`config.mk`:
```
export PLATFORM = sky130hd
export DESIGN_NAME = clkmon_ctrl
export DESIGN_NICKNAME = d
export VERILOG_FILES = /design/src/rtl/clkmon_pkg.sv /design/src/rtl/clkmon_edge_sync.sv /design/src/rtl/clkmon_stop_seq.sv /design/src/rtl/clkmon_stab_timer.sv /design/src/rtl/clkmon_loss_det.sv /design/src/rtl/clkmon_ctrl.sv
export SDC_FILE = /design/constraint.sdc
export NUM_CORES = 1
export LEC_CHECK = 0
export BUFFER_PORTS_ARGS = -buffer_cell sky130_fd_sc_hd__buf_2
export CORE_UTILIZATION = 48
export CTS_CLUSTER_DIAMETER = 150
export CTS_CLUSTER_SIZE = 30
export DETAILED_ROUTE_END_ITERATION = 8
export GPL_ROUTABILITY_DRIVEN = 0
export PLACE_DENSITY = 0.7
export SYNTH_ARGS = -nofsm -noshare
export SYNTH_HDL_FRONTEND = slang
export SYNTH_HIERARCHICAL = 1
export SYNTH_SLANG_ARGS = --single-unit
```
`constraint.sdc`:
```
create_clock -name clk_ro -period 4.45 [get_ports clk_ro]
set_input_delay 0.445 -clock clk_ro [delete_from_list [all_inputs] [get_ports clk_ro]]
set_output_delay 0.445 -clock clk_ro [all_outputs]
set_load 0.01 [all_outputs]
```
`src/rtl/clkmon_pkg.sv`:
```
package clkmon_pkg;
    typedef enum logic [1:0] {
        PWR_RUN   = 2'd0,
        PWR_ENTER = 2'd1,
        PWR_STOP  = 2'd2
    } pwr_state_e;
endpackage

```
`src/rtl/clkmon_edge_sync.sv`:
```
module clkmon_edge_sync #(
    parameter int STAGES = 2
) (
    input  logic clk,
    input  logic rst_n,
    input  logic async_in,
    output logic edge_o
);
    // chain[STAGES-1:0] synchronize, chain[STAGES] holds the previous value
    logic [STAGES:0] chain_d, chain_q;

    always_comb begin
        chain_d = {chain_q[STAGES-1:0], async_in};
    end

    always_ff @(posedge clk or negedge rst_n) begin
        if (!rst_n) chain_q <= '0;
        else        chain_q <= chain_d;
    end

    assign edge_o = chain_q[STAGES] ^ chain_q[STAGES-1];
endmodule

```
`src/rtl/clkmon_stop_seq.sv`:
```
module clkmon_stop_seq
    import clkmon_pkg::*;
#(
    parameter int STOP_DELAY = 17
) (
    input  logic clk,
    input  logic rst_n,
    input  logic stop_req,
    input  logic stop_release,
    output logic in_stop,
    output logic wake
);
    localparam int CNT_W = $clog2(STOP_DELAY + 1);

    typedef struct packed {
        pwr_state_e       st;
        logic [CNT_W-1:0] cnt;
    } seq_t;

    seq_t seq_d, seq_q;

    always_comb begin
        seq_d = seq_q;
        wake  = 1'b0;
        case (seq_q.st)
            PWR_RUN: begin
                if (stop_req) begin
                    seq_d.st  = PWR_ENTER;
                    seq_d.cnt = CNT_W'(STOP_DELAY - 1);
                end
            end
            PWR_ENTER: begin
                if (seq_q.cnt == '0) seq_d.st  = PWR_STOP;
                else                 seq_d.cnt = seq_q.cnt - 1'b1;
            end
            PWR_STOP: begin
                if (stop_release) begin
                    seq_d.st = PWR_RUN;
                    wake     = 1'b1;
                end
            end
            default: seq_d.st = PWR_RUN;
        endcase
    end

    always_ff @(posedge clk or negedge rst_n) begin
        if (!rst_n) seq_q <= '{st: PWR_RUN, cnt: '0};
        else        seq_q <= seq_d;
    end

    assign in_stop = (seq_q.st == PWR_STOP);
endmodule

```
`src/rtl/clkmon_stab_timer.sv`:
```
module clkmon_stab_timer #(
    parameter int SEL_W     = 2,
    parameter int STAB_BASE = 4
) (
    input  logic             clk,
    input  logic             rst_n,
    input  logic             load,
    input  logic [SEL_W-1:0] sel,
    output logic             busy
);
    localparam int CNT_W = STAB_BASE + (1 << SEL_W);

    typedef struct packed {
        logic [CNT_W-1:0] cnt;
    } tmr_t;

    tmr_t             tmr_d, tmr_q;
    logic [CNT_W-1:0] span;

    always_comb begin
        span  = CNT_W'(1) << (STAB_BASE + int'(sel));
        tmr_d = tmr_q;
        if (load)                tmr_d.cnt = span;
        else if (tmr_q.cnt != 0) tmr_d.cnt = tmr_q.cnt - 1'b1;
    end

    always_ff @(posedge clk or negedge rst_n) begin
        if (!rst_n) tmr_q <= '0;
        else        tmr_q <= tmr_d;
    end

    assign busy = (tmr_q.cnt != '0);
endmodule

```
`src/rtl/clkmon_loss_det.sv`:
```
module clkmon_loss_det #(
    parameter int LOSS_LIMIT = 4
) (
    input  logic clk,
    input  logic rst_n,
    input  logic live,
    input  logic edge_seen,
    output logic req
);
    localparam int CW = $clog2(LOSS_LIMIT + 1);

    typedef struct packed {
        logic [CW-1:0] idle;
        logic          req;
    } det_t;

    det_t det_d, det_q;

    always_comb begin
        det_d = det_q;
        if (!live || edge_seen) begin
            det_d.idle = '0;
        end else begin
            if (det_q.idle != CW'(LOSS_LIMIT)) det_d.idle = det_q.idle + 1'b1;
            if (det_q.idle >= CW'(LOSS_LIMIT - 1)) det_d.req = 1'b1;
        end
    end

    always_ff @(posedge clk or negedge rst_n) begin
        if (!rst_n) det_q <= '0;
        else        det_q <= det_d;
    end

    assign req = det_q.req;
endmodule

```
`src/rtl/clkmon_ctrl.sv`:
```
module clkmon_ctrl #(
    parameter int STOP_DELAY = 17,
    parameter int SEL_W      = 2,
    parameter int STAB_BASE  = 4,
    parameter int LOSS_LIMIT = 4,
    parameter int SYNC_STAGES = 2
) (
    input  logic             clk_ro,
    input  logic             rst_n,
    input  logic             cfg_wr,
    input  logic [7:0]       cfg_wdata,
    input  logic             stop_req,
    input  logic             stop_release,
    input  logic             xstop_main,
    input  logic             xstop_sub,
    input  logic             cpu_on_sub,
    input  logic [SEL_W-1:0] stab_sel,
    input  logic             xtal_clk,
    output logic             mon_active,
    output logic             loss_rst_req
);
    typedef struct packed {
        logic en;
        logic xstop;
    } ctl_t;

    ctl_t ctl_d, ctl_q;
    logic xstop_sel, restart, stab_load;
    logic in_stop_w, wake_w, stab_busy_w, xedge_w, en_w;

    clkmon_edge_sync #(.STAGES(SYNC_STAGES)) u_sync (
        .clk(clk_ro), .rst_n(rst_n), .async_in(xtal_clk), .edge_o(xedge_w)
    );

    clkmon_stop_seq #(.STOP_DELAY(STOP_DELAY)) u_seq (
        .clk(clk_ro), .rst_n(rst_n), .stop_req(stop_req),
        .stop_release(stop_release), .in_stop(in_stop_w), .wake(wake_w)
    );

    clkmon_stab_timer #(.SEL_W(SEL_W), .STAB_BASE(STAB_BASE)) u_stab (
        .clk(clk_ro), .rst_n(rst_n), .load(stab_load), .sel(stab_sel),
        .busy(stab_busy_w)
    );

    clkmon_loss_det #(.LOSS_LIMIT(LOSS_LIMIT)) u_loss (
        .clk(clk_ro), .rst_n(rst_n), .live(mon_active), .edge_seen(xedge_w),
        .req(loss_rst_req)
    );

    always_comb begin
        xstop_sel = cpu_on_sub ? xstop_sub : xstop_main;
        restart   = ctl_q.xstop & ~xstop_sel;
        stab_load = wake_w | restart;
        ctl_d     = ctl_q;
        ctl_d.en    = ctl_q.en | (cfg_wr & cfg_wdata[0]);
        ctl_d.xstop = xstop_sel;
    end

    always_ff @(posedge clk_ro or negedge rst_n) begin
        if (!rst_n) ctl_q <= '0;
        else        ctl_q <= ctl_d;
    end

    assign en_w       = ctl_q.en;
    assign mon_active = ctl_q.en & ~in_stop_w & ~ctl_q.xstop & ~stab_busy_w;
endmodule

```
==> results of run 1 <==
[critical path: stages, from the launching register on]
cell and delay, ns:
dfrtp_1 0.46, inv_1 0.10, ha_1 0.15, nor4b_4 0.38, nand2_2 0.16, nor4b_1 0.46
buf_2 0.22
[cell usage in the layout (no fill, tap or decap), drive strengths merged, types with 3 or more instances in the layout]
master	synthesis	routed
dfrtp	24	24
buf	0	13
inv	12	12
a21oi	8	8
nand2b	6	6
ha	6	6
o21ai	6	6
nor2	6	6
clkbuf	2	4
nand2	4	4
a211oi	4	4
xnor2	3	3
o31ai	3	3
nor4b	3	3
[worst max-delay path by stage]
stage,start,to,slack [ns],depth (start not counted)
floorplan,u_stab/tmr_q[0]$_DFFE_PN0P_,mon_active,2.36,5
global placement,u_stab/tmr_q[0]$_DFFE_PN0P_,mon_active,2.11,6
detailed placement,u_stab/tmr_q[0]$_DFFE_PN0P_,mon_active,2.10,6
CTS,u_stab/tmr_q[1]$_DFFE_PN0P_,mon_active,1.73,6
global route,u_stab/tmr_q[0]$_DFFE_PN0P_,mon_active,1.54,6
finish,u_stab/tmr_q[0]$_DFFE_PN0P_,mon_active,1.76,6
[cell type report]
type,instances,area (µm²),area share
Timing Repair Buffer,13,65.1,0.0463
Tap cell,30,37.5,0.0267
Clock buffer,4,36.3,0.0258
Inverter,12,45.0,0.0320
Multi-Input combinational cell,78,622,0.442
Sequential cell,24,601,0.427
[state kept, by name (all words and copies together) (netlist names)]
register        flops
u_sync/chain_q      3
ctl_q               1
u_loss/req          1
u_seq/seq_q         7
u_stab/tmr_q        8
en_w                1
u_loss/det_q        3
[cells by family after synthesis]
family | after synthesis | share of synthesized area
compound gates | 32 | 0.183
xor+xnor | 4 | 0.0275
fa+ha+maj | 6 | 0.0588
buf+inv | 14 | 0.0421
flops | 24 | 0.471
mux | 3 | 0.0274
simple gates | 33 | 0.190
[power by group through the flow]
stage	Combinational (mW)	Clock, mW	Sequential [mW]
2_1_floorplan	0.270	0	0.355
3_3_place_gp	0.308	0	0.367
3_5_place_dp	0.321	0	0.369
4_1_cts	0.324	0.117	0.366
5_1_grt	0.363	0.125	0.376
6_report	0.323	0.112	0.367
[metrics by stage]
stage                     area (µm²)  hold slack (ns)
after global routing            1410            0.129
final                           1410           0.0911
after global placement          1370            0.334
after floorplan                 1280            0.149
after CTS                       1410            0.108
after detailed placement        1370            0.336
[layer usage]
metal,track usage,share of wire,up-vias
met3,0.0339,0.029,2
met5,0,0,-
met1,0.250,0.51,431
li1,-,-,447
met2,0.277,0.45,14
met4,0.0395,0.0056,0
==> run summary, run 1 <==
Status: completed
CP Data Required Time: 4.01 ns
Final WS setup: 1.76 ns
CP Capture Type: primary output
Clock buffer depth: 2
Drt pass-1 iters: 4
CTS root buf: clkbuf_4
FF+latch count, synth: 24
WL final: 2140 µm
Post-Route Utilization: 0.563
Rel. slew slack: 0.650
Row count: 18
Post-CTS setup buffers: 0
Fin nets: 157
Post-synth EDFFs: 0
Psw: 0.305 mW
Largest net degree at the start of global routing: 25
Drt drc: 0
F_max: 371 MHz
Final hold viol count: 0
Total grt overflow: 0
Starting density of the core: 0.511
Actual slew at the worst max-slew pin: 0.526 ns
Comb pwr share: 0.402
CP startpoint kind: flop
Worst VDD drop: 0.330 mV
Fill count: 210
Final Max Tran Viols: 0
GRT Overall Usage: 0.176
Clk_skew: 0.00710 ns
RR Endpoint: u_loss/req$_DFFE_PN0P_
Worst r2r src: u_stab/tmr_q[0]$_DFFE_PN0P_
CTS tree: done
Die Height: 53.6 µm
Layout cells sized above 1: 0.229
Mapped Cells: 116
Post-DP HPWL: 1550 µm
IO Pins: 21
Top cell type's share of synthesized area: 0.471
Total power draw: 0.802 mW
YS warnings: 6
Power per Cell Area: 570 mW/mm²
Period Utilization, post-route: 0.605
Unrepaired setup endpoints after global routing: no
Post-synth top flop: dfrtp_1
Syn_nets: 141
Avg Inst Size Synth: 11.0 µm²
Synth cell count leaders: 24 x dfrtp_1, 12 x inv_1, 8 x a21oi_1
ANT nets after route: 0
DR iter-0 viols: 11
Seq/Total Area, Yosys: 0.471
Worst-Skew Late Latency: 0.30 ns
Vias post-DR: 894
WL/cell: 13.3 µm
Top-count cell post-synth: dfrtp_1
Clk network pwr share: 0.140
Min-delay worst type: in -> async
Synth-to-layout area growth: 10.2%
Inserted Clock Buffers: 3
TNS Setup: 0 ns
Inst Count DP: 157
CP max FO: 6
Vias in the first global route: 825
Dpl ws: 2.10 ns
FFs w/ async S/R, synth: 1.00
Max cap viols: 0
Vias/cell: 5.55
Top cells by area, synth: dfrtp_1 47%, ha_1 5.9%, nor4b_4 3.7%, inv_1 3.5%, a21oi_1 3.1%
H-tree Lvls: 1
Clock sinks: 24
Worst path arrival time: 2.25 ns
Clock Pin Slew Worst Setup and Hold Paths: 0.13 ns
Cell accounting for the most synthesized area: dfrtp_1
Synthesized area: 0.00128 mm²
Reg power frac: 0.458
Number of distinct library cells after synthesis: 42
R2R setup slack: 2.28 ns
Final std cells w/o fill: 161
Die width: 53.6 µm
CTS Hold Bufs: 0
Post-CTS resize count: 0
Sw Share: 0.381
Initial antenna violation count: 0
Final setup viols: 0
First-pass GRT wire length: 3580 µm
Die ar.: 0.00287 mm²
Power Internal: 0.496 mW
R2r worst-path depth: 7
Crit path time final: 2.69 ns
Leak pwr: 0.640 nW
# diodes: 0
Core ar.: 0.00250 mm²
PortBufs: 13
Critical path class: reg -> out
No activity file was read; power rests on OpenSTA's default activity.
==> run 2: changes to the inputs <==
--- a/config.mk
+++ b/config.mk
@@ -11,7 +11,7 @@
 export CTS_CLUSTER_SIZE = 30
 export DETAILED_ROUTE_END_ITERATION = 8
 export GPL_ROUTABILITY_DRIVEN = 0
-export PLACE_DENSITY = 0.7
+export PLACE_DENSITY = 0.72
 export SYNTH_ARGS = -nofsm -noshare
 export SYNTH_HDL_FRONTEND = slang
 export SYNTH_HIERARCHICAL = 1
==> constraint.sdc (replaced) <==
create_clock -name clk_ro -period 2.3 [get_ports clk_ro]
set_input_delay 0.23 -clock clk_ro [delete_from_list [all_inputs] [get_ports clk_ro]]
set_output_delay 0.23 -clock clk_ro [all_outputs]
set_load 0.01 [all_outputs]
==> run summary, run 2 (synthesis gave the netlist of run 1 again) <==
Status: completed
Clock Pin Slew Worst Setup and Hold Paths: 0.13 ns (about the same)
Die ar.: 0.00287 mm² (unchanged)
WL/cell: 14.3 µm (+7.7%)
Drt pass-1 iters: 4 (unchanged)
Synth-to-layout area growth: 12.2%
Vias/cell: 5.66 (+2.0%)
H-tree Lvls: 1 (unchanged)
Worst path arrival time: 1.92 ns (-0.33 ns)
Worst-Skew Late Latency: 0.31 ns (about the same)
DR iter-0 viols: 15 (+4)
Vias in the first global route: 884 (+7.2%)
CP startpoint kind: flop
Leak pwr: 0.654 nW (+2.2%)
Die Height: 53.6 µm (unchanged)
CTS root buf: clkbuf_4
CP Capture Type: primary output
Hold_ws: 0.0132 ns (-0.0779 ns)
CTS tree: done
WL final: 2350 µm (+9.7%)
ANT nets after route: 0 (unchanged)
Most frequent cells in the layout: 24 x dfrtp_1, 13 x buf_2, 12 x inv_1
Drt drc: 0 (unchanged)
Worst VDD drop: 0.758 mV (+130%)
Final hold viol count: 0 (unchanged)
PortBufs: 13 (unchanged)
Die width: 53.6 µm (unchanged)
Total grt overflow: 0 (unchanged)
Critical path class: reg -> out
Row count: 18 (unchanged)
Top flop regs: u_stab/tmr_q x8, u_seq/seq_q x7
F_max: 465 MHz
Max reg flops: 8 (unchanged)
IO Pins: 21 (unchanged)
Psw: 0.615 mW (+100%)
Rel. slew slack: 0.635 (-0.0148)
Fin nets: 161 (+2.5%)
Reg power frac: 0.458 (about the same)
Most flop-heavy register: u_stab/tmr_q
Power per Cell Area: 1090 mW/mm² (+92%)
Vias post-DR: 929 (+3.9%)
Sw Share: 0.393 (+0.0120)
Period Utilization, post-route: 0.935
Clk network pwr share: 0.116 (-0.024)
CP Data Required Time: 2.07 ns (-1.94 ns)
Inserted Clock Buffers: 3 (unchanged)
Largest net degree at the start of global routing: 25 (unchanged)
Final Max Tran Viols: 0 (unchanged)
Dpl ws: 0.212 ns (-1.89 ns)
CP max FO: 4 (-2)
Commonest non-fill, non-tap cell in the layout: dfrtp_1
# diodes: 0 (unchanged)
TNS Setup: 0 ns (unchanged)
DP Area: 0.00139 mm² (+1.1%)
First-pass GRT wire length: 3880 µm (+8.3%)
Inst Count DP: 159 (+1.3%)
Final std cells w/o fill: 164 (+1.9%)
Clock sinks: 24 (unchanged)
Comb pwr share: 0.426 (+0.024)
Actual slew at the worst max-slew pin: 0.548 ns (+0.0221 ns)
Initial antenna violation count: 0 (unchanged)
Crit path time final: 2.15 ns
Core ar.: 0.00250 mm² (unchanged)
Starting density of the core: 0.511 (unchanged)
Clk_skew: 0.00538 ns (-0.00172 ns)
Min-delay worst type: in -> reg
Post-DP HPWL: 1680 µm (+8.4%)
Design area: 0.00143 mm² (+1.8%)
Clock buffer depth: 2 (unchanged)
Layout cells sized above 1: 0.246 (+0.0173)
Final setup viols: 0 (unchanged)
Final WS setup: 0.150 ns (-1.61 ns)
Unrepaired setup endpoints after global routing: no
Max cap viols: 0 (unchanged)
Fill count: 230 (+9.5%)
Power Internal: 0.951 mW (+92%)
GRT Overall Usage: 0.191 (+0.0155)
## run 2: layout make-up
class                   count  area (µm²)  share of cell area
well taps                  30        37.5              0.0262
inverters                  12        45.0              0.0315
multi-input cells          78         628               0.439
flip-flops and latches     24         601               0.420
repair buffers             17        97.6              0.0682
clock buffers               3        22.5              0.0157
## run 2: power groups by stage
stage | logic (mW) | registers, mW | clock network (mW)
floorplan | 0.522 | 0.687 | 0
global placement | 0.615 | 0.709 | 0
detailed placement | 0.643 | 0.723 | 0
CTS | 0.666 | 0.715 | 0.190
global route | 0.741 | 0.739 | 0.201
finish | 0.667 | 0.718 | 0.182
## run 2: path summary, 6_finish.rpt
check                           slack (ns)  cells after the start                   startpoint                           to
worst max-delay path                  0.15                      6  u_stab/tmr_q[0]$_DFFE_PN0P_                   mon_active
worst min-delay path                  0.01                      1                     xtal_clk  u_sync/chain_q[0]$_DFF_PN0_
worst max register to register        0.49                      7  u_stab/tmr_q[0]$_DFFE_PN0P_  u_loss/det_q[2]$_DFFE_PN0P_
worst min register to register        0.37                      0  u_sync/chain_q[0]$_DFF_PN0_  u_sync/chain_q[1]$_DFF_PN0_
max in group asynchronous             1.51                      2                        rst_n  u_stab/tmr_q[1]$_DFFE_PN0P_
min in group asynchronous             0.42                      2                        rst_n  u_loss/det_q[3]$_DFFE_PN0P_
## run 2: critical path: stages (launching register included)
cell     delay [ns]
dfrtp_1        0.45
inv_1          0.10
ha_1           0.16
nor4b_4        0.24
nand2_2        0.11
nor4b_2        0.35
buf_2          0.20
## run 2: through the flow
stage | total power, mW | utilization
3_5_place_dp | 1.37 | 0.554
2_1_floorplan | 1.21 | -
6_report | 1.57 | 0.573
5_1_grt | 1.68 | 0.573
3_3_place_gp | 1.32 | 0.554
4_1_cts | 1.57 | 0.573
## run 2: what timing repair did
action                                  in CTS  in global routing
hold buffers                                 1                  0
buffers inserted                             1                  0
endpoints found under the setup margin       1                  0
hold endpoints to repair                    24                  0
resized for setup                            1                  0
## run 2: per-layer routing
metal  track usage  routed length, µm  vias to the layer above  share of wire
met5             0                  0                        -              0
met4        0.0658                 31                        0          0.013
met3        0.0339                 51                        4          0.022
met2         0.306               1150                       15           0.49
met1         0.261               1120                      457           0.48
li1              -                  -                      453              -
